$ cat src/rtl/keyevt_pkg.sv
package keyevt_pkg;

  // Which read, if any, is served in a cycle
  typedef enum logic [1:0] {
    RD_NONE = 2'd0,
    RD_POP  = 2'd1,
    RD_PEEK = 2'd2
  } rd_kind_e;

endpackage

$ cat src/rtl/keyevt_rst_sync.sv
module keyevt_rst_sync #(
  parameter int STAGES = 2
) (
  input  logic clk,
  input  logic rst_n,
  output logic rst_sync_n
);

  logic [STAGES-1:0] sr_q;

  always_ff @(posedge clk or negedge rst_n) begin
    if (!rst_n) begin
      sr_q <= '0;
    end else begin
      sr_q <= {sr_q[STAGES-2:0], 1'b1};
    end
  end

  assign rst_sync_n = sr_q[STAGES-1];

endmodule

$ cat src/rtl/keyevt_ram.sv
module keyevt_ram #(
  parameter int DEPTH  = 16,
  parameter int DATA_W = 8,
  localparam int ADDR_W = $clog2(DEPTH)
) (
  input  logic              clk,
  input  logic              we,
  input  logic [ADDR_W-1:0] waddr,
  input  logic [DATA_W-1:0] wdata,
  input  logic [ADDR_W-1:0] raddr,
  output logic [DATA_W-1:0] rdata
);

  logic [DATA_W-1:0] slot_q [DEPTH];

  // One enabled register per slot; no reset on storage
  for (genvar g = 0; g < DEPTH; g++) begin : g_slot
    always_ff @(posedge clk) begin
      if (we && (waddr == ADDR_W'(g))) begin
        slot_q[g] <= wdata;
      end
    end
  end

  assign rdata = slot_q[raddr];

endmodule

$ cat src/rtl/keyevt_ctrl.sv
module keyevt_ctrl
  import keyevt_pkg::*;
#(
  parameter int DEPTH  = 16,
  parameter int DATA_W = 8,
  parameter int OFS_W  = 8,
  localparam int PTR_W = $clog2(DEPTH),
  localparam int CNT_W = PTR_W + 1
) (
  input  logic              clk,
  input  logic              rst_n,
  input  logic              evt_valid_i,
  input  logic [DATA_W-1:0] evt_entry_i,
  input  logic              stat_err_i,
  input  logic              err_ovf_i,
  input  logic              flush_i,
  input  logic              pop_i,
  input  logic              peek_i,
  input  logic [OFS_W-1:0]  peek_ofs_i,
  output logic              we_o,
  output logic [PTR_W-1:0]  waddr_o,
  output logic [DATA_W-1:0] wdata_o,
  output logic [PTR_W-1:0]  raddr_o,
  input  logic [DATA_W-1:0] rdata_i,
  output logic              rd_valid_o,
  output logic [DATA_W-1:0] rd_data_o,
  output logic              kp_set_o,
  output logic              ovf_set_o
);

  localparam int CMP_W = (OFS_W > CNT_W) ? OFS_W : CNT_W;
  localparam logic [CNT_W-1:0] FULL = CNT_W'(DEPTH);

  logic [PTR_W-1:0]  start_q, start_d, start_mid;
  logic [CNT_W-1:0]  len_q, len_d, len_mid;
  logic              frozen, pop_ok, accept, drop, rd_hit, ptr_en;
  rd_kind_e          kind;
  logic              rd_valid_d, kp_d, ovf_d;
  logic [DATA_W-1:0] rd_data_d;

  // Next-state: read first, then write
  always_comb begin
    frozen    = stat_err_i && err_ovf_i;
    pop_ok    = pop_i && (len_q > CNT_W'(1));
    start_mid = pop_ok ? start_q + PTR_W'(1) : start_q;
    len_mid   = pop_ok ? len_q - CNT_W'(1) : len_q;
    accept    = evt_valid_i && !frozen && (len_mid < FULL) && !flush_i;
    drop      = evt_valid_i && !frozen && (len_mid == FULL) && !flush_i;

    waddr_o   = start_mid + len_mid[PTR_W-1:0];
    wdata_o   = evt_entry_i;
    we_o      = accept;

    if (flush_i) begin
      start_d = '0;
      len_d   = '0;
    end else begin
      start_d = start_mid;
      len_d   = accept ? len_mid + CNT_W'(1) : len_mid;
    end
    ptr_en = flush_i || pop_ok || accept;

    if (pop_i)       kind = RD_POP;
    else if (peek_i) kind = RD_PEEK;
    else             kind = RD_NONE;

    case (kind)
      RD_POP: begin
        raddr_o = start_q + PTR_W'(1);
        rd_hit  = pop_ok;
      end
      RD_PEEK: begin
        raddr_o = start_q + peek_ofs_i[PTR_W-1:0];
        rd_hit  = CMP_W'(peek_ofs_i) < CMP_W'(len_q);
      end
      default: begin
        raddr_o = start_q;
        rd_hit  = 1'b0;
      end
    endcase

    rd_valid_d = (kind != RD_NONE);
    rd_data_d  = (rd_hit && !flush_i) ? rdata_i : '0;
    kp_d       = accept;
    ovf_d      = drop;
  end

  // Registers
  always_ff @(posedge clk or negedge rst_n) begin
    if (!rst_n) begin
      start_q    <= '0;
      len_q      <= '0;
      rd_valid_o <= 1'b0;
      rd_data_o  <= '0;
      kp_set_o   <= 1'b0;
      ovf_set_o  <= 1'b0;
    end else begin
      if (ptr_en) begin
        start_q <= start_d;
        len_q   <= len_d;
      end
      rd_valid_o <= rd_valid_d;
      rd_data_o  <= rd_data_d;
      kp_set_o   <= kp_d;
      ovf_set_o  <= ovf_d;
    end
  end

  // Checks
  AST_LEN_BOUND: assert property (@(posedge clk) disable iff (!rst_n)
    len_q <= FULL);

  AST_OVF_ONLY_FULL: assert property (@(posedge clk) disable iff (!rst_n)
    ovf_set_o |-> ($past(len_q) == FULL));

  AST_FROZEN_NO_WRITE: assert property (@(posedge clk) disable iff (!rst_n)
    (stat_err_i && err_ovf_i) |-> !we_o);

  AST_SHORT_POP_ZERO: assert property (@(posedge clk) disable iff (!rst_n)
    (pop_i && (len_q <= CNT_W'(1)) && !flush_i) |=> (rd_data_o == '0));

  AST_PEEK_KEEPS: assert property (@(posedge clk) disable iff (!rst_n)
    (peek_i && !pop_i && !evt_valid_i && !flush_i) |=> ($stable(start_q) && $stable(len_q)));

  AST_FLUSH_EMPTIES: assert property (@(posedge clk) disable iff (!rst_n)
    flush_i |=> ((len_q == '0) && (start_q == '0)));

  AST_PULSE_EXCL: assert property (@(posedge clk) disable iff (!rst_n)
    !(kp_set_o && ovf_set_o));

endmodule

$ cat src/rtl/keyevt_fifo.sv
module keyevt_fifo #(
  parameter int DEPTH  = 16,
  parameter int CODE_W = 7,
  parameter int OFS_W  = 8,
  localparam int DATA_W = CODE_W + 1,
  localparam int PTR_W  = $clog2(DEPTH)
) (
  input  logic              clk,
  input  logic              rst_n,
  input  logic              evt_valid,
  input  logic [CODE_W-1:0] evt_code,
  input  logic              evt_pressed,
  input  logic              stat_err,
  input  logic              err_ovf,
  input  logic              flush,
  input  logic              pop,
  input  logic              peek,
  input  logic [OFS_W-1:0]  peek_ofs,
  output logic              rd_valid,
  output logic [DATA_W-1:0] rd_data,
  output logic              kp_set,
  output logic              ovf_set
);

  logic              rst_sync_n;
  logic              we;
  logic [PTR_W-1:0]  waddr, raddr;
  logic [DATA_W-1:0] wdata, rdata;

  keyevt_rst_sync #(.STAGES(2)) i_rst_sync (
    .clk        (clk),
    .rst_n      (rst_n),
    .rst_sync_n (rst_sync_n)
  );

  keyevt_ram #(.DEPTH(DEPTH), .DATA_W(DATA_W)) i_ram (
    .clk   (clk),
    .we    (we),
    .waddr (waddr),
    .wdata (wdata),
    .raddr (raddr),
    .rdata (rdata)
  );

  keyevt_ctrl #(.DEPTH(DEPTH), .DATA_W(DATA_W), .OFS_W(OFS_W)) i_ctrl (
    .clk         (clk),
    .rst_n       (rst_sync_n),
    .evt_valid_i (evt_valid),
    .evt_entry_i ({evt_pressed, evt_code}),
    .stat_err_i  (stat_err),
    .err_ovf_i   (err_ovf),
    .flush_i     (flush),
    .pop_i       (pop),
    .peek_i      (peek),
    .peek_ofs_i  (peek_ofs),
    .we_o        (we),
    .waddr_o     (waddr),
    .wdata_o     (wdata),
    .raddr_o     (raddr),
    .rdata_i     (rdata),
    .rd_valid_o  (rd_valid),
    .rd_data_o   (rd_data),
    .kp_set_o    (kp_set),
    .ovf_set_o   (ovf_set)
  );

endmodule

$ cat config.mk
export PLATFORM = sky130hd
export DESIGN_NAME = keyevt_fifo
export DESIGN_NICKNAME = d
export VERILOG_FILES = /design/src/rtl/keyevt_pkg.sv /design/src/rtl/keyevt_rst_sync.sv /design/src/rtl/keyevt_ram.sv /design/src/rtl/keyevt_ctrl.sv /design/src/rtl/keyevt_fifo.sv
export SDC_FILE = /design/constraint.sdc
export NUM_CORES = 1
export LEC_CHECK = 0
export BUFFER_PORTS_ARGS = -buffer_cell sky130_fd_sc_hd__buf_2
export CAP_MARGIN = 20
export CORE_AREA = 8 8 130 132
export DETAILED_ROUTE_END_ITERATION = 8
export DIE_AREA = 0 0 138 140
export MAX_ROUTING_LAYER = met4
export PLACE_DENSITY = 0.66
export SYNTH_ARGS = -nofsm -noshare
export SYNTH_HDL_FRONTEND = slang
export SYNTH_SLANG_ARGS = --single-unit
export TNS_END_PERCENT = 10
$ cat constraint.sdc
create_clock -name clk -period 0.9 [get_ports clk]
set_clock_uncertainty 0.1 [all_clocks]
set_input_delay 0.09 -clock clk [delete_from_list [all_inputs] [get_ports clk]]
set_output_delay 0.09 -clock clk [all_outputs]
set_load 0.02 [all_outputs]
==> flow_summary.yaml <==
placed_design:
  place_congestion: 0.874
  postPlaceCellArea_sq_mm: 0.00808
  portBuffers: 34
  dp_hpwl_mm: 11.0
cells_and_area:
  antennaDiodeCount: 0
  stdcell_area_sq_mm: 0.00905
  layout.nets: 588
  drive_gt1_share_pct: 45.6
  syn_to_final_growth_pct: 35.6
power_and_ir_drop:
  power.switching_mw: 9.03
  p_leak_nw: 3.36
  p_int_mw: 18.0
  p_seq_share_pct: 30.8
  pwr-share-clk_pct: 26.1
  pwr_density_cell_mw_per_mm2: 2990
  power_frac_comb_pct: 43.0
  switching_share_pct: 33.4
  ir_drop_mv: 1.39
drt:
  firstDrtPassIters: 5
  drc: 0
  vias: 4237
  drt_iter0_markers: 381
  viasPerCell: 5.64
  drtAntennaViolNets: 0
  wl_per_cell_um: 21.5
  wl_mm: 16.1
sta:
  drv_slew: 0
  period_share_pct: 362
  finalSetupViolCount: 158
  fmax_ghz: 0.307
  holdWs_ps: -45.3
  relSlewSlack_pct: 66.8
  fin_crit_ps: 3260
  tightest_slew_ps: 497
  rsz0062_at_grt: "true"
  finalHoldViolations: 2
  fin_ws_ps: -2360
synthesis:
  syn_inst: 402
  async_reset_ff_share_pct: 14.7
  ys_ff_latch: 150
  syn_nets: 440
  mappedNetlistArea_sq_mm: 0.00668
  yosys-top-cells-area: "edfxtp_1, mux4_2, dfrtp_1, ha_1, xnor2_1"
  synth_cell_type_count: 60
  synth_edf_count: 128
  synth_ff_type: "edfxtp_1"
  synth_top_area_share_pct: 57.6
  synth_top_area_cell: "edfxtp_1"
  syn_area_per_cell_sq_um: 16.6
  synth.yosys.seq_area_share_pct: 65.8
  ys_warn_count: 0
global_route:
  grt_use_total_pct: 17.3
  grt_max_degree: 21
  antenna_found_initial: 0
  grt_pass1_wl_mm: 25.3
  grt_overflow_total: 0
  grt_pass1_vias: 4476
clock_tree:
  cts_hold_buffers: 11
  cts_made_buffers: 17
  path_clk_slew_ps: 60
  clkLatencyLatePin_ps: 420
  clock_path_buffers: 2
  cts-root-buf: "clkbuf_16"
  cts_tree: "done"
  htreeDepth: 4
  numClockSinks: 150
setup_path:
  timing_worst_setup_path_type: "register to register"
  cp_data_required_time_ps: 930
  arrival_ps: 3290
  cp_max_fo: 8
  critPathLaunchType: "register"
  critPathCaptureType: "register"
status:
  violations: "hold timing, setup timing"
  status: "finished, violations left"
floorplanning:
  die_w_um: 138
  start_util_pct: 44.9
  core_sq_mm: 0.0149
  dieArea_sq_mm: 0.0193
  io_pins: 35
  die_h_um: 140
  row_count: 45
flow_run:
  maxCapViolCount: 0
min_path:
  hold_class: "input pin to register"
-- state kept, by name (all words and copies together) (netlist names) --
signal and flops:
i_rst_sync.sr_q 2, i_ram.slot_q 128, i_ctrl.rd_valid_o 1, i_ctrl.kp_set_o 1, i_ctrl.start_q 4, i_ctrl.ovf_set_o 1, i_ctrl.rd_data_o 8, i_ctrl.len_q 5
-- per-layer routing --
metal	part of all wire (%)	global-route usage (%)
met3	4.0	3.55
met1	44	21.9
met5	0	-
met2	50	27.6
met4	1.4	5.55
-- worst max-delay path, stage by stage (launching register included) --
cell and delay [ps]:
dfrtp_1 410, ha_4 170, o21bai_4 170, a21boi_4 220, nand2_2 90, xnor2_2 220, ha_4 230, buf_4 140
a211oi_4 330, and4bb_2 310, o21ai_2 110, a211oi_2 260, buf_6 180
-- layout by cell type, fill, tap and decap left out, drive strengths merged, types with 7 or more instances in the layout --
master         n
buf          133
edfxtp       128
mux4          32
inv           31
dfrtp         22
clkbuf        18
xnor2         15
a21oi         14
ha            13
nand2         12
nor2          11
dlygate4sd3   11
nor3           9
clkinv         9
o221ai         8
a32oi          8
nand3          8
a211oi         8
xor2           7
o21ai          7
-- path summary, 6_finish.rpt --
path	endpoint	slack, ps	depth (start not counted)	start
worst max register to register	i_ram.slot_q[9][3]	-2360	12	i_ctrl.len_q[0]
min in group asynchronous	i_ctrl.ovf_set_o	110	1	i_rst_sync.sr_q[1]
max in group asynchronous	i_rst_sync.sr_q[1]	150	3	rst_n
worst max-delay path	i_ram.slot_q[9][3]	-2360	12	i_ctrl.len_q[0]
worst min register to register	i_ctrl.ovf_set_o	110	1	i_rst_sync.sr_q[1]
worst min-delay path	i_ctrl.rd_valid_o	-50	3	peek
-- timing repair --
action                                 CTS  global route
endpoints found under the hold margin  124             2
setup buffers                            3             0
gates resized for setup                 22            31
setup endpoints to repair              158           158
pin swaps                               24            10
-- power by group through the flow --
| stage | Combinational [mW] | Clock, mW | Sequential [mW] |
|---|---|---|---|
| 3_5_place_dp | 10.6 | 0 | 8.47 |
| 2_1_floorplan | 5.99 | 0 | 8.62 |
| 5_1_grt | 12.5 | 7.43 | 8.40 |
| 4_1_cts | 11.2 | 7.14 | 8.34 |
| 6_report | 11.6 | 7.08 | 8.34 |
| 3_3_place_gp | 10.4 | 0 | 8.45 |
-- cell usage after synthesis (all sizes together) (2+ instances only) --
master / number
and3: 2
ha: 13
a211oi: 8
a31oi: 2
o221ai: 8
a21oi: 14
o22ai: 2
nor4bb: 3
nor3: 9
a21boi: 2
a311oi: 2
xor2: 7
dfrtp: 22
nor4: 4
a211o: 3
buf: 14
nor2: 11
inv: 29
mux4: 32
edfxtp: 128
nand4b: 2
or2: 2
nor2b: 4
nand2b: 3
xnor2: 15
nand3: 8
nand2: 12
a32oi: 8
mux2i: 5
o21ai: 7
-- final cells by class --
type | count | area, sq um
clock buffers | 18 | 429
clock inverters | 14 | 156
fillers | 1088 | 5810
inverters | 29 | 111
multi-input cells | 208 | 2480
flip-flops and latches | 150 | 4400
well taps | 188 | 235
repair buffers | 144 | 1240
-- stage by stage --
stage / utilization [%] / setup TNS [ps] / power [mW] / instances / setup slack (ps)
6_report: 60.9 / -318650 / 27.1 / 751 / -2360
5_1_grt: 60.9 / -333690 / 28.3 / 751 / -2450
4_1_cts: 60.0 / -324550 / 26.6 / 751 / -2340
3_5_place_dp: 54.4 / -326910 / 19.0 / 705 / -2420
3_3_place_gp: 54.4 / -313860 / 18.8 / 705 / -2320
2_1_floorplan: - / -338200 / 14.6 / 402 / -2500
-- cells by family after synthesis --
logic type / synth area share, %
buffers and inverters: 3.09
AOI/OAI and AO/OA: 7.20
adders and majority gates: 2.74
and+or+nand+nor: 6.46
xor gates and xnor gates: 3.11
DFF: 65.8
other: 0.0562
muxes: 11.5
No activity file was read; power rests on OpenSTA's default activity.
